==> src/rtl/v5_mon_pkg.sv <==
package v5_mon_pkg;

    // V5 byte bit positions
    localparam int V5_RDI    = 0;
    localparam int V5_LBL_LO = 1;
    localparam int V5_RFI    = 4;
    localparam int V5_REI    = 5;

    // Status / enable bit indices
    localparam int SRC_UNEQ = 0;
    localparam int SRC_SLM  = 1;
    localparam int SRC_RFI  = 2;
    localparam int SRC_RDI  = 3;
    localparam int SRC_WRAP = 4;
    localparam int NSRC     = 5;

    // Filter instance indices
    localparam int FI_RDI  = 0;
    localparam int FI_SLM  = 1;
    localparam int FI_UNEQ = 2;
    localparam int NFILT   = 3;

    typedef enum logic [1:0] {
        ADDR_IE  = 2'd0,
        ADDR_ST  = 2'd1,
        ADDR_LVL = 2'd2,
        ADDR_RSV = 2'd3
    } reg_addr_e;

    typedef enum logic [1:0] {
        F_IDLE,
        F_ARMING,
        F_ACTIVE,
        F_DISARM
    } filt_state_e;

endpackage

==> src/rtl/v5_persist_filter.sv <==
module v5_persist_filter
    import v5_mon_pkg::*;
#(
    parameter int PERSIST = 5
) (
    input  logic clk,
    input  logic rst_n,
    input  logic valid,
    input  logic cond,
    output logic alarm,
    output logic evt
);
    localparam int CW = $clog2(PERSIST + 1);
    localparam logic [CW-1:0] LAST = CW'(PERSIST - 1);

    filt_state_e state, nxt;
    logic [CW-1:0] cnt, cnt_nxt;
    logic nxt_on;

    // State register
    always_ff @(posedge clk) begin
        if (!rst_n) begin
            state <= F_IDLE;
            cnt   <= '0;
        end else begin
            state <= nxt;
            cnt   <= cnt_nxt;
        end
    end

    // Transitions
    always_comb begin
        nxt     = state;
        cnt_nxt = cnt;
        if (valid) begin
            unique case (state)
                F_IDLE: begin
                    if (cond) begin
                        nxt     = (PERSIST == 1) ? F_ACTIVE : F_ARMING;
                        cnt_nxt = (PERSIST == 1) ? '0 : CW'(1);
                    end
                end
                F_ARMING: begin
                    if (!cond) begin
                        nxt     = F_IDLE;
                        cnt_nxt = '0;
                    end else if (cnt == LAST) begin
                        nxt     = F_ACTIVE;
                        cnt_nxt = '0;
                    end else begin
                        cnt_nxt = cnt + 1'b1;
                    end
                end
                F_ACTIVE: begin
                    if (!cond) begin
                        nxt     = (PERSIST == 1) ? F_IDLE : F_DISARM;
                        cnt_nxt = (PERSIST == 1) ? '0 : CW'(1);
                    end
                end
                F_DISARM: begin
                    if (cond) begin
                        nxt     = F_ACTIVE;
                        cnt_nxt = '0;
                    end else if (cnt == LAST) begin
                        nxt     = F_IDLE;
                        cnt_nxt = '0;
                    end else begin
                        cnt_nxt = cnt + 1'b1;
                    end
                end
            endcase
        end
    end

    // Outputs
    always_comb begin
        alarm  = (state == F_ACTIVE) || (state == F_DISARM);
        nxt_on = (nxt == F_ACTIVE) || (nxt == F_DISARM);
        evt    = nxt_on != alarm;
    end

endmodule

==> src/rtl/v5_rei_counter.sv <==
module v5_rei_counter #(
    parameter int CNT_W = 16
) (
    input  logic             clk,
    input  logic             rst_n,
    input  logic             inc,
    output logic [CNT_W-1:0] count,
    output logic             wrap_evt,
    output logic             ovf_q
);
    assign wrap_evt = inc && (&count);

    always_ff @(posedge clk) begin
        if (!rst_n) begin
            count <= '0;
            ovf_q <= 1'b0;
        end else begin
            ovf_q <= wrap_evt;
            if (inc) begin
                count <= wrap_evt ? '0 : count + 1'b1;
            end
        end
    end

endmodule

==> src/rtl/v5_alarm_regs.sv <==
module v5_alarm_regs
    import v5_mon_pkg::*;
(
    input  logic            clk,
    input  logic            rst_n,
    input  logic            wr,
    input  logic [1:0]      addr,
    input  logic [7:0]      wdata,
    input  logic [NSRC-1:0] evt,
    input  logic [3:0]      levels,
    output logic [7:0]      rdata,
    output logic [NSRC-1:0] en,
    output logic            irq
);
    logic [NSRC-1:0] st;
    logic [NSRC-1:0] clr;
    reg_addr_e       a;

    assign a = reg_addr_e'(addr);

    always_comb begin
        clr = '0;
        if (wr && a == ADDR_ST) begin
            clr = wdata[NSRC-1:0];
        end
    end

    always_ff @(posedge clk) begin
        if (!rst_n) begin
            st <= '0;
            en <= '0;
        end else begin
            st <= (st & ~clr) | evt;
            if (wr && a == ADDR_IE) begin
                en <= wdata[NSRC-1:0];
            end
        end
    end

    always_comb begin
        rdata = '0;
        unique case (a)
            ADDR_IE:  rdata[NSRC-1:0] = en;
            ADDR_ST:  rdata[NSRC-1:0] = st;
            ADDR_LVL: rdata[3:0]      = levels;
            ADDR_RSV: rdata           = '0;
        endcase
    end

    assign irq = |(st & en);

endmodule

==> src/rtl/v5_alarm_mon.sv <==
module v5_alarm_mon
    import v5_mon_pkg::*;
#(
    parameter int PERSIST = 5,
    parameter int CNT_W   = 16
) (
    input  logic             clk,
    input  logic             rst_n,
    input  logic             v5_valid,
    input  logic [7:0]       v5_byte,
    input  logic             reg_wr,
    input  logic [1:0]       reg_addr,
    input  logic [7:0]       reg_wdata,
    output logic [7:0]       reg_rdata,
    output logic             alm_rdi,
    output logic             alm_rfi,
    output logic             alm_slm,
    output logic             alm_uneq,
    output logic [CNT_W-1:0] rei_count,
    output logic             rei_ovf,
    output logic             irq
);
    logic [2:0]       lbl;
    logic [NFILT-1:0] f_cond, f_alarm, f_evt;
    logic             rfi_q, rfi_evt, wrap_evt;
    logic [NSRC-1:0]  evt, irq_en;

    assign lbl = v5_byte[V5_LBL_LO +: 3];

    always_comb begin
        f_cond          = '0;
        f_cond[FI_RDI]  = v5_byte[V5_RDI];
        f_cond[FI_SLM]  = lbl > 3'd2;
        f_cond[FI_UNEQ] = lbl == 3'd0;
    end

    generate
        for (genvar g = 0; g < NFILT; g++) begin : g_filt
            v5_persist_filter #(.PERSIST(PERSIST)) u_filt (
                .clk   (clk),
                .rst_n (rst_n),
                .valid (v5_valid),
                .cond  (f_cond[g]),
                .alarm (f_alarm[g]),
                .evt   (f_evt[g])
            );
        end
    endgenerate

    // RFI follows each received indication
    always_ff @(posedge clk) begin
        if (!rst_n) begin
            rfi_q <= 1'b0;
        end else if (v5_valid) begin
            rfi_q <= v5_byte[V5_RFI];
        end
    end
    assign rfi_evt = v5_valid && (v5_byte[V5_RFI] != rfi_q);

    v5_rei_counter #(.CNT_W(CNT_W)) u_rei (
        .clk      (clk),
        .rst_n    (rst_n),
        .inc      (v5_valid && v5_byte[V5_REI]),
        .count    (rei_count),
        .wrap_evt (wrap_evt),
        .ovf_q    (rei_ovf)
    );

    always_comb begin
        evt           = '0;
        evt[SRC_UNEQ] = f_evt[FI_UNEQ];
        evt[SRC_SLM]  = f_evt[FI_SLM];
        evt[SRC_RFI]  = rfi_evt;
        evt[SRC_RDI]  = f_evt[FI_RDI];
        evt[SRC_WRAP] = wrap_evt;
    end

    assign alm_rdi  = f_alarm[FI_RDI];
    assign alm_slm  = f_alarm[FI_SLM];
    assign alm_uneq = f_alarm[FI_UNEQ];
    assign alm_rfi  = rfi_q;

    v5_alarm_regs u_regs (
        .clk    (clk),
        .rst_n  (rst_n),
        .wr     (reg_wr),
        .addr   (reg_addr),
        .wdata  (reg_wdata),
        .evt    (evt),
        .levels ({alm_rdi, alm_rfi, alm_slm, alm_uneq}),
        .rdata  (reg_rdata),
        .en     (irq_en),
        .irq    (irq)
    );

endmodule

==> config.mk <==
export PLATFORM = sky130hd
export DESIGN_NAME = v5_alarm_mon
export DESIGN_NICKNAME = d
export VERILOG_FILES = /design/src/rtl/v5_mon_pkg.sv /design/src/rtl/v5_persist_filter.sv /design/src/rtl/v5_rei_counter.sv /design/src/rtl/v5_alarm_regs.sv /design/src/rtl/v5_alarm_mon.sv
export SDC_FILE = /design/constraint.sdc
export NUM_CORES = 1
export LEC_CHECK = 0
export BUFFER_PORTS_ARGS = -buffer_cell sky130_fd_sc_hd__buf_4
export CELL_PAD_IN_SITES_DETAIL_PLACEMENT = 0
export CELL_PAD_IN_SITES_GLOBAL_PLACEMENT = 1
export CORE_MARGIN = 1
export CORE_UTILIZATION = 37
export CTS_BUF_LIST = sky130_fd_sc_hd__clkbuf_8
export DETAILED_ROUTE_END_ITERATION = 12
export GPL_ROUTABILITY_DRIVEN = 0
export GPL_TIMING_DRIVEN = 0
export PLACE_DENSITY = 0.8
export SETUP_SLACK_MARGIN = 0.4
export SLEW_MARGIN = 10
export SYNTH_ARGS = -nofsm -noshare
export SYNTH_HDL_FRONTEND = slang
export SYNTH_SLANG_ARGS = --single-unit
==> constraint.sdc <==
create_clock -name clk -period 1.8 [get_ports clk]
set_clock_uncertainty 0.2 [all_clocks]
set_input_delay 0.45 -clock clk [delete_from_list [all_inputs] [get_ports clk]]
set_output_delay 0.45 -clock clk [all_outputs]
set_load 0.1 [all_outputs]
# [Word level (Yosys, flattened, before mapping)]
# Cells that the tools add are included.
[op_classes] n_addsub=4 order_cmp=1 n_eq_ne=31 n_mux=46 n_bitwise=4 n_reduce_logical=21
[ops] operator="$mux W3" count=15
[ops] operator="$mux W2" count=21
[ops] operator="$pmux W3 S4" count=3
[ops] operator="$eq A2 B2 Y1 const B" count=14
[ops] operator="$pmux W2 S4" count=3
[ops] operator="$add A16 B1 Y16 const B" count=1
[ops] operator="$mux W16" count=1
[ops] operator="$pmux W4 S4" count=1
[ops] operator="$reduce_and A16 Y1" count=1
[ops] operator="$and A5 B5 Y5" count=2
[ops] operator="$add A3 B1 Y3 const B" count=3
[ops] operator="$eq A3 B3 Y1 const B" count=3
[ops] operator="$reduce_and A3 Y1" count=3
[ops] operator="$eq A2 B1 Y1 const B" count=4
[ops] operator="$logic_not A2 Y1" count=4
[ops] operator="$ne A2 B2 Y1 const B" count=4
[ops] operator="$logic_or A1 B1 Y1" count=6
[ops] operator="$logic_and A1 B1 Y1" count=5
[ops] operator="$mux W5" count=1
[ops] operator="$not A5 Y5" count=1
[ops] operator="$or A5 B5 Y5" count=1
[ops] operator="$reduce_or A5 Y1" count=1
[ops] operator="$ne A1 B1 Y1" count=4
[ops] operator="$ne A2 B1 Y1 const B" count=2
[ops] operator="3 further kinds" count=3
[totals] reg_bits=43 output_inout_bits=30 wordCells=118

# [Logic depth before layout (Yosys ltp)]
[logic_depth] ltp_word=9 ltp_mapped=6 depth_no_buf=6

# [By module]
# Synthesis repeated with hierarchy kept, for this count alone.
[unflattened] cells_unflattened=257 area_unflattened_um2=2303.5
[modules_own_cells] mod="v5_persist_filter" n_inst=3 cells_per_inst=34 area_per_inst_um2=295.3
[modules_own_cells] mod="v5_rei_counter" n_inst=1 cells_per_inst=84 area_per_inst_um2=785.8
[modules_own_cells] mod="v5_alarm_regs" n_inst=1 cells_per_inst=63 area_per_inst_um2=561.8
[modules_own_cells] mod="v5_alarm_mon" n_inst=1 cells_per_inst=8 area_per_inst_um2=70.1

# [Worst setup path after synthesis]
# No wires, ideal clock.
[synth_path] path_type="input to output" from="input port reg_addr[0]" to="output port reg_rdata[0]" t_arrival_ns=3.000 path_slack_ns=-1.850 path_stages=3 cell_sequence="clkbuf_1 mux2i_1 o21ai_0"
[synth_via] elab_chain_cells=2 elab_cells_between_ends=5 cone_classes="3 x eq/ne; 1 x mux; 1 x reduce/logical"
[synth_lines] element="start, declared" line_no="v5_alarm_mon.sv:12" rtl="input logic [1:0] reg_addr,"
[synth_lines] element="$eq A2 B2 Y1, or another cell as far along" line_no="v5_alarm_regs.sv:42" rtl="unique case (a)"
[synth_lines] element="$pmux W4 S4 *" line_no="v5_alarm_regs.sv:42"
[synth_lines] element="end, declared" line_no="v5_alarm_mon.sv:14" rtl="output logic [7:0] reg_rdata,"
# Every way passes the cells marked *; elsewhere a longest branch is shown, timed or not.

# [Worst setup path after layout]
[layout_path] from="register u_regs.en[0]" to="output port irq"
[layout_via] elab_chain_cells=2
[layout_lines] element="start, declared" line_no="v5_alarm_regs.sv:12" rtl="output logic [NSRC-1:0] en,"
[layout_lines] element="start signal, assigned" line_no="v5_alarm_regs.sv:35" rtl="en <= wdata[NSRC-1:0];"
[layout_lines] element="$and A5 B5 Y5" line_no="v5_alarm_regs.sv:50" rtl="assign irq = |(st & en);"
[layout_lines] element="$reduce_or A5 Y1" line_no="v5_alarm_regs.sv:50"
[layout_lines] element="end, declared" line_no="v5_alarm_mon.sv:21" rtl="output logic irq"
# No other way between the ends.

==> flow_summary.yaml <==
outcome:
  status: "finished, violations left"
  violations: "setup timing"
min_path:
  hold_path_class: "in2reg"
power_and_ir_drop:
  netSwitchingFraction_pct: 29.8
  switching_power_uw: 580
  intPower_mw: 1.37
  p_seq_share_pct: 49.7
  power_frac_comb_pct: 20.2
  p_clk_share_pct: 30.0
  total_leakage_power_nw: 1.65
  power_density_mw_per_mm2: 456
  ir_worst_vdd_mv: 0.278
flow_run:
  cap_violations: 0
yosys:
  ys_ff_latch: 43
  synthCells: 261
  avgSynthCellArea_um2: 8.39
  seq_area_frac_synth_pct: 39.3
  synthArstFlopShare_pct: 0
  synth_area_leaders: "dfxtp_1 39%, mux2i_1 5.9%, nand2_1 4.8%"
  synth_edf_count: 0
  ys.flop_type: "dfxtp_1"
  synth_top_area_cell: "dfxtp_1"
  ys_types: 47
  syn_area_mm2: 0.00219
  synth_top_area_share_pct: 39.3
  yosys_warnings: 0
timing:
  worst_slack_ps: -242
  fin_setup_tns_ps: -1270
  rsz0062_at_grt: "true"
  tightestPinTransition_ps: 560
  final_max_slew_viol_count: 0
  slew_headroom_pct: 62.7
  fmax_mhz: 490
  finalCritPeriodShare_pct: 113
  setup_viol: 14
  finalHoldViolations: 0
  period_needed_ps: 2040
final_layout:
  register_area_um2: 955
  final_common_cell: "buf_4"
  multiInputGateArea_mm2: 0.00174
  final_layout_size_suffix_gt1_share_pct: 61.6
  area_growth_pct: 94.7
  final_core_utilization_pct: 76.1
  final_cell_mix: "38 x buf_4, 34 x buf_6, 28 x buf_12"
  fillers: 349
  diodes: 0
  nets: 396
critical_path:
  worstPathRequired_ps: 1150
  cp_max_fo: 3
  worst_ep_arrival_time_ps: 1390
  critPathCaptureType: "primary output"
  crit_type: "reg2out"
  start_kind: "flop"
route:
  vias_per_cell: 5.38
  ant_nets: 0
  drc: 0
  drt_pass1_iterations: 4
  wirelength_um: 7490
  drtIter0Drc: 137
  vias: 2362
  avgRoutedWirePerCell_um: 17.1
floorplan:
  die_w_um: 79.0
  start_util_pct: 39.1
  dieArea_mm2: 0.00623
  fp.dieH_um: 79.0
  rows: 27
  ioPinCount: 52
  coreArea_mm2: 0.00561
clocking:
  htree_levels: 2
  clkTransAtPathRegs_ps: 70
  cts_sinks: 43
  cts_made_buffers: 5
  cts_tree: "built"
  clockBufferDepth: 2
  clk_latency_ps: 300
  cts-root-buf: "clkbuf_8"
grt:
  grt_usage_pct: 23.0
  grt_pass1_vias: 2265
  grt_max_degree: 13
  overflow: 0
  antenna_found_initial: 0
  grt_first_pass_wirelength_um: 11200
placed_design:
  hpwl_um: 3810
  pre_cts_ws_ps: -328
  port-buffer-count: 41
## routing by layer
metal	up-vias	wire, um	global-route usage, %
met4	0	191	8.00
met1	1145	3240	29.8
met5	-	0	0
met3	18	328	4.25
met2	61	3730	38.2
li1	1138	-	-
## state kept, by name, summed over array words and instances (netlist names)
register             flops
u_rei.count             16
u_regs.en                5
g_filt.u_filt.cnt        9
g_filt.u_filt.state      6
u_rei.ovf_q              1
u_regs.st                5
alm_rfi                  1
## layout make-up
type	instances	share of cell area (%)
flip-flops and latches	43	22.4
inverters	11	1.06
clock inverters	2	0.176
well taps	72	2.11
repair buffers	97	28.5
clock buffers	5	1.61
plain buffers	15	3.31
multi-input cells	194	40.8
## power by group through the flow
stage / Sequential, mW / Combinational (mW) / Clock, mW
4_1_cts: 0.967 / 0.343 / 0.594
5_1_grt: 0.971 / 0.416 / 0.650
3_3_place_gp: 0.991 / 0.269 / 0
2_1_floorplan: 1.01 / 0.164 / 0
6_report: 0.968 / 0.394 / 0.585
3_5_place_dp: 0.990 / 0.269 / 0
## kinds of logic after synthesis
kind of cell / after synthesis / share of synthesized area, %
AND/OR/NAND/NOR: 106 / 24.0
other: 1 / 0.171
buffers and inverters: 26 / 5.37
XOR/XNOR: 14 / 5.60
flip-flops: 43 / 39.3
multiplexers: 13 / 5.94
AO/OA/AOI/OAI: 51 / 15.6
adder cells (fa/ha/maj): 7 / 4.00
## cells in the mapped netlist, types with 2 or more instances
library cell,instances
o21ai_0,12
nand4_1,6
clkbuf_1,10
dfxtp_1,43
nor2_1,24
and3_1,2
nand3_1,21
o31ai_1,2
inv_1,10
a21oi_1,14
xor2_1,7
or4_1,3
ha_1,7
buf_4,3
or3_1,2
xnor2_1,7
nor4_1,6
a211oi_1,3
a21o_1,2
nor3_1,5
a311oi_1,2
a22oi_1,3
nor2b_1,2
mux2i_1,13
o21a_1,3
nand2_1,28
## final timing paths
| path | from | endpoint | slack (ps) | cells after the start |
|---|---|---|---|---|
| worst min register to register | g_filt[0].u_filt.cnt[1] | g_filt[0].u_filt.cnt[1] | 290 | 2 |
| worst max-delay path | u_regs.en[0] | irq | -240 | 3 |
| worst min-delay path | reg_wdata[4] | u_regs.en[4] | 200 | 3 |
| worst max register to register | u_rei.count[0] | u_rei.count[13] | -110 | 7 |
## metrics by stage
step	cell area, um^2	cells	hold slack [ps]	power [mW]
floorplan	2480	263	249	1.18
global placement	2880	376	269	1.26
detailed placement	2880	376	271	1.26
CTS	3840	418	197	1.90
global route	4270	439	229	2.04
finish	4270	439	202	1.95
## what timing repair did
action	in CTS	in global routing
buffers inserted	35	21
setup endpoints to repair	52	63
gates resized for setup	157	70
pin swaps	26	28
hold buffers	0	0
## critical path, stage by stage (launching register included)
cell and delay, ps:
dfxtp_2 330, a222oi_1 500, nand2_4 90, buf_12 180
Note: power is estimated with default switching activity, not from simulation.
